===== src/rtl/evpage_pkg.sv =====
package evpage_pkg;
  localparam int FLAG_W = 9;
  localparam int F_NEXT = 0;
  localparam int F_WARN = 1;
  localparam int F_FULL = 7;
  localparam int F_LOST = 8;
  localparam logic [FLAG_W-1:0] GROUP_MASK = 9'h183;
endpackage


===== src/rtl/pg_scan.sv =====
module pg_scan #(
  parameter int NPAGES = 64,
  localparam int PW = $clog2(NPAGES)
) (
  input  logic [NPAGES-1:0] filled_i,
  input  logic [PW-1:0]     cur_i,
  output logic [PW-1:0]     nxt_o,
  output logic [PW:0]       free_cnt_o
);
  logic [PW-1:0] idx;
  logic          found;

  always_comb begin
    free_cnt_o = '0;
    for (int i = 0; i < NPAGES; i++)
      free_cnt_o = free_cnt_o + (PW+1)'(~filled_i[i]);
  end

  // round-robin search starting just after the active page
  always_comb begin
    nxt_o = cur_i;
    found = 1'b0;
    idx   = '0;
    for (int i = 1; i < NPAGES; i++) begin
      idx = PW'((int'(cur_i) + i) % NPAGES);
      if (!found && !filled_i[idx]) begin
        nxt_o = idx;
        found = 1'b1;
      end
    end
  end
endmodule


===== src/rtl/pg_irq_flags.sv =====
module pg_irq_flags
  import evpage_pkg::*;
(
  input  logic              clk,
  input  logic              rst,
  input  logic [FLAG_W-1:0] set_i,
  input  logic [FLAG_W-1:0] clr_i,
  input  logic [FLAG_W-1:0] mask_i,
  output logic [FLAG_W-1:0] flags_o,
  output logic              irq_o
);
  logic [FLAG_W-1:0] flags_q;
  logic              irq_q;

  always_ff @(posedge clk) begin
    if (rst) begin
      flags_q <= '0;
      irq_q   <= 1'b0;
    end else begin
      flags_q <= ((flags_q & ~clr_i) | set_i) & GROUP_MASK;
      irq_q   <= |(flags_q & mask_i & GROUP_MASK);
    end
  end

  assign flags_o = flags_q;
  assign irq_o   = irq_q;


  sticky_chk: assert property (@(posedge clk) disable iff (rst)
    1'b1 |=> ((flags_q & $past(flags_q) & ~$past(clr_i)) == ($past(flags_q) & ~$past(clr_i))));


  unused_bits_chk: assert property (@(posedge clk) disable iff (rst)
    (flags_q & ~GROUP_MASK) == '0);
endmodule


===== src/rtl/evpage_ctrl.sv =====
module evpage_ctrl
  import evpage_pkg::*;
#(
  parameter int NPAGES = 64,
  localparam int PW = $clog2(NPAGES)
) (
  input  logic              clk,
  input  logic              rst,
  input  logic              start_i,
  input  logic              trig_i,
  input  logic              ack_i,
  input  logic              free_req_i,
  input  logic [PW-1:0]     free_page_i,
  input  logic [FLAG_W-1:0] flag_clr_i,
  input  logic [FLAG_W-1:0] irq_mask_i,
  output logic              running_o,
  output logic [PW-1:0]     cur_page_o,
  output logic [NPAGES-1:0] filled_o,
  output logic [FLAG_W-1:0] flags_o,
  output logic              irq_o,
  output logic              free_busy_o,
  output logic              ack_valid_o,
  output logic [PW-1:0]     ack_page_o
);
  logic [NPAGES-1:0] filled_q;
  logic [PW-1:0]     cur_q, nxt_page, pend_pg_q, fr_pg_q, ackpg_q;
  logic              run_q, pend_q, fr_v_q, ackv_q;
  logic [PW:0]       free_cnt;
  logic              trig_acc, has_room, adv, halt;
  logic [FLAG_W-1:0] flag_set;

  pg_scan #(.NPAGES(NPAGES)) u_scan (
    .filled_i   (filled_q),
    .cur_i      (cur_q),
    .nxt_o      (nxt_page),
    .free_cnt_o (free_cnt)
  );

  assign trig_acc = run_q && trig_i;
  assign has_room = free_cnt >= (PW+1)'(2);
  assign adv      = trig_acc && has_room;
  assign halt     = trig_acc && !has_room;

  always_comb begin
    flag_set         = '0;
    flag_set[F_NEXT] = adv;
    flag_set[F_WARN] = adv && (free_cnt == (PW+1)'(2));
    flag_set[F_FULL] = halt;
    flag_set[F_LOST] = adv && pend_q && !ack_i;
  end

  pg_irq_flags u_flags (
    .clk     (clk),
    .rst     (rst),
    .set_i   (flag_set),
    .clr_i   (flag_clr_i),
    .mask_i  (irq_mask_i),
    .flags_o (flags_o),
    .irq_o   (irq_o)
  );

  always_ff @(posedge clk) begin
    if (rst) begin
      filled_q  <= '0;
      cur_q     <= '0;
      run_q     <= 1'b0;
      pend_q    <= 1'b0;
      pend_pg_q <= '0;
      fr_v_q    <= 1'b0;
      fr_pg_q   <= '0;
      ackv_q    <= 1'b0;
      ackpg_q   <= '0;
    end else begin
      fr_v_q  <= free_req_i;
      fr_pg_q <= free_page_i;
      if (fr_v_q && filled_q[fr_pg_q])
        filled_q[fr_pg_q] <= 1'b0;
      if (adv) begin
        filled_q[cur_q] <= 1'b1;
        cur_q           <= nxt_page;
      end
      if (halt)
        run_q <= 1'b0;
      else if (start_i && has_room)
        run_q <= 1'b1;
      ackv_q <= ack_i && pend_q;
      if (ack_i && pend_q)
        ackpg_q <= pend_pg_q;
      if (adv) begin
        pend_q    <= 1'b1;
        pend_pg_q <= cur_q;
      end else if (ack_i) begin
        pend_q <= 1'b0;
      end
    end
  end

  assign running_o   = run_q;
  assign cur_page_o  = cur_q;
  assign filled_o    = filled_q;
  assign free_busy_o = fr_v_q;
  assign ack_valid_o = ackv_q;
  assign ack_page_o  = ackpg_q;


  adv_fill_chk: assert property (@(posedge clk) disable iff (rst)
    (run_q && trig_i && free_cnt >= (PW+1)'(2)) |=> (filled_q[$past(cur_q)] && flags_o[F_NEXT]));


  active_free_chk: assert property (@(posedge clk) disable iff (rst)
    !filled_q[cur_q]);


  halt_chk: assert property (@(posedge clk) disable iff (rst)
    (run_q && trig_i && free_cnt < (PW+1)'(2)) |=> (!run_q && flags_o[F_FULL] && $stable(cur_q)));


  ack_chk: assert property (@(posedge clk) disable iff (rst)
    (ack_i && pend_q) |=> (ack_valid_o && ack_page_o == $past(pend_pg_q)));


  free_clr_chk: assert property (@(posedge clk) disable iff (rst)
    (fr_v_q && filled_q[fr_pg_q]) |=> !filled_q[$past(fr_pg_q)]);
endmodule


===== config.mk =====
export PLATFORM = sky130hd
export DESIGN_NAME = evpage_ctrl
export DESIGN_NICKNAME = d
export VERILOG_FILES = /design/src/rtl/evpage_pkg.sv /design/src/rtl/pg_scan.sv /design/src/rtl/pg_irq_flags.sv /design/src/rtl/evpage_ctrl.sv
export SDC_FILE = /design/constraint.sdc
export NUM_CORES = 1
export LEC_CHECK = 0
export BUFFER_PORTS_ARGS = -buffer_cell sky130_fd_sc_hd__buf_2
export CELL_PAD_IN_SITES_DETAIL_PLACEMENT = 0
export CELL_PAD_IN_SITES_GLOBAL_PLACEMENT = 2
export CORE_UTILIZATION = 31
export CTS_BUF_LIST = sky130_fd_sc_hd__clkbuf_8
export CTS_CLUSTER_SIZE = 28
export DETAILED_ROUTE_END_ITERATION = 7
export PLACE_DENSITY = 0.67
export SLEW_MARGIN = 20
export SYNTH_ARGS = -nofsm -noshare
export SYNTH_HDL_FRONTEND = slang
export SYNTH_SLANG_ARGS = --single-unit

===== constraint.sdc =====
create_clock -name clk -period 8.9 [get_ports clk]
set_input_delay 0 -clock clk [delete_from_list [all_inputs] [get_ports clk]]
set_output_delay 0 -clock clk [all_outputs]
set_load 0.005 [all_outputs]

==> impl_metrics.csv <==
group,metric,value,unit
layout,nNetsFinal,2481,
yosys,synth_edf_count,0,
power_and_ir_drop,cellPowerDensity,74.80,mW/mm^2
min_path,min_path_type,"input pin to flip-flop",
clock_tree,cts_num_sinks,97,
sta,tightest_slew,1.150,ns
sta,fmax,121.6,MHz
power_and_ir_drop,power_switching,0.0007323,W
drt,vias_per_cell,6.569,
yosys,synth.distinct_cells,116,
global_routing,grt_pass1_wl,149200,um
die,die_h,245.7,um
clock_tree,htree_num_levels,3,
yosys,yosysMostFrequentCell,"nand2_1",
sta,finalCritPeriodShare,92.38,%
yosys,synth_top_area_share,19.57,%
setup_path,critPathLaunchType,"flip-flop",
clock_tree,clkTransAtPathRegs,0.11,ns
clock_tree,post-cts-setup-buffer-count,0,
layout,register_area,0.001952,sq mm
place,dp_slack,1.026,ns
power_and_ir_drop,p_comb_share,51.1,%
place,port_buffers,103,
die,start_util,31.62,%
drt,dr.pass1.iters,5,
yosys,yosys-top-cells-count,"nand2_1 (282), a21oi_1 (203), o21ai_0 (170), mux4_2 (160), nor2_1 (144)",
layout,areaGrowthSynthToFinish,11.24,%
clock_tree,cts_buffers,9,
place,dp_hpwl,83240,um
clock_tree,root_buffer,"clkbuf_8",
power_and_ir_drop,power,0.001532,W
setup_path,endpoint_kind,"flip-flop",
setup_path,path_max_fanout,62,
sta,slew_headroom,22.70,%
sta,final_hold_viol_count,0,
setup_path,arrival,8.58,ns
sta,setup_ws,0.6782,ns
drt,wire_per_inst,33.86,um
yosys,syn_area_per_cell,8.164,sq um
drt,drc,0,
global_routing,grt_max_degree,81,
yosys,ys_ff_latch,97,
die,die_x,245.7,um
yosys,yosysWarnings,0,
yosys,synth.area.top_cells,"mux4_2 (20%), dfxtp_1 (11%), fa_1 (5.9%)",
setup_path,crit_required,9.25,ns
layout,stdcell_area,0.02049,sq mm
die,rows,88,
drt,drtIter0Drc,2578,
yosys,yosysTopAreaCell,"mux4_2",
layout,drive_above_1_share,21.52,%
power_and_ir_drop,seq_power_share,29.3,%
yosys,syn_area,0.01842,sq mm
power_and_ir_drop,pwr-share-clk,19.5,%
sta,tns,0,ns
global_routing,grt_pass1_vias,19550,
run,maxCapViolCount,0,
yosys,ys.flop_type,"dfxtp_1",
die,core_area,0.05825,sq mm
place,gp_congestion,1.055,
yosys,async_flop_share,0,%
place,place_area,0.02009,sq mm
power_and_ir_drop,swShare,47.78,%
layout,fin_cells,3132,
die,num_io_pins,119,
layout,multiInputGateArea,0.01526,sq mm
drt,antenna_left,0,
yosys,syn_inst,2256,
yosys,ys_seq_area_share,10.54,%
global_routing,track_usage,34.75,%
clock_tree,cts_tree,"built",
sta,setup_viol,0,
clock_tree,cts_buffer_depth,2,
place,placed_cells,3093,
power_and_ir_drop,cellLeakagePower,7.099,nW
clock_tree,clk_latency,0.42,ns
global_routing,gr-total-overflow,0,
power_and_ir_drop,p_int,0.0008002,W
setup_path,worstSetupPathType,"flip-flop to flip-flop",
sta,fin_crit,8.222,ns
die,die_area,0.06039,sq mm
global_routing,antenna_found_initial,3,
layout,nFillCells,6096,
power_and_ir_drop,vdd_ir_drop_max,0.06084,mV
sta,maxSlewViolCount,0,
drt,wirelength,106000,um
run_status,outcome,"complete, no violations",
sta,rsz0062_at_grt,"false",
sta,skew,0.01622,ns
drt,num_vias,20580,
==> layout make-up <==
cell class	count	share of cell area [%]
sequential	97	9.527
timing repair buffer	241	7.841
inverter	139	2.559
clock inverter	6	0.2443
multi-input combinational	1872	74.46
clock buffer	10	0.6718
antenna	2	0.02443
tap	765	4.672
==> critical path, cell delays in order, from the launching register on <==
cell and delay (ns):
dfxtp_4 0.39, buf_4 0.38, buf_4 0.81, a21oi_4 0.16, xnor2_2 0.71, buf_4 0.38, mux4_2 0.54, o22ai_1 0.63
nor2_2 0.28, and4_1 0.33, nand3_1 0.38, nor2_1 0.21, a2111oi_0 0.79, buf_4 0.24, nand3_1 0.12, a21oi_1 0.24
nand2_1 0.13, o41ai_2 0.62, or3b_4 0.27, nor2_4 0.06, a311oi_1 0.28, a41o_1 0.13
==> placed cells by master (no fill, tap or decap), types with 29 or more instances in the layout <==
cell	instances
a21oi_1	203
buf_2	102
buf_4	118
dfxtp_1	91
fa_1	54
ha_1	36
inv_1	133
mux2i_1	96
mux4_2	160
nand2_1	282
nand3_1	72
nand4_1	29
nor2_1	144
nor2b_1	29
nor3_1	39
o21ai_0	169
xnor2_1	53
==> power groups by stage <==
stage	combinational, W	sequential (W)	clock, W
floorplan	0.000465	0.000455	0
global placement	0.000755	0.000459	0
detailed placement	0.000753	0.000459	0
CTS	0.000761	0.000449	0.000308
global route	0.000808	0.000450	0.000326
finish	0.000783	0.000450	0.000300
==> per-layer routing <==
layer / global-route usage (%) / wire length, um
met5: 0 / 0
met2: 53.77 / 46870
met1: 43.95 / 41330
met4: 24.55 / 8425
met3: 5.620 / 9418
==> registers in the layout, summed over array words and instances (netlist names) <==
signal           cells
u_flags.flags_o      4
free_busy_o          1
pend_pg_q            6
ack_page_o           6
cur_page_o           6
fr_pg_q              6
running_o            1
u_flags.irq_o        1
ack_valid_o          1
pend_q               1
filled_o            64
==> worst paths after layout <==
path	from	endpoint	slack, ns	cells after the start
worst min register to register	ack_page_o[0]	ack_page_o[0]	0.46	2
worst min-delay path	trig_i	pend_q	0.26	3
worst max-delay path	cur_page_o[0]	cur_page_o[1]	0.68	21
worst max register to register	cur_page_o[0]	cur_page_o[1]	0.68	21
==> cells by family after synthesis <==
logic type               after synthesis  synth area share [%]
AND/OR/NAND/NOR                      760                 20.57
AO/OA/AOI/OAI                        655                 22.46
buffers and inverters                291                 6.997
multiplexers                         287                 26.77
flip-flops                            97                 10.54
adder cells (fa/ha/maj)               91                 8.383
XOR/XNOR                              74                 4.253
other                                  1               0.02036
==> what timing repair did <==
action                     4_1_cts  5_1_grt
gates resized for setup          0        0
hold endpoints to repair        28        0
hold buffers                    21        0
setup endpoints to repair        0        0
==> through the flow <==
step / hold WS, ns / utilization (%)
3_5_place_dp: 0.2144 / 34.48
6_report: 0.2559 / 35.18
5_1_grt: 0.3041 / 35.17
3_3_place_gp: 0.2149 / 34.48
2_1_floorplan: 0.1282 / -
4_1_cts: 0.2429 / 35.17
Note: power is estimated with default switching activity, not from simulation.
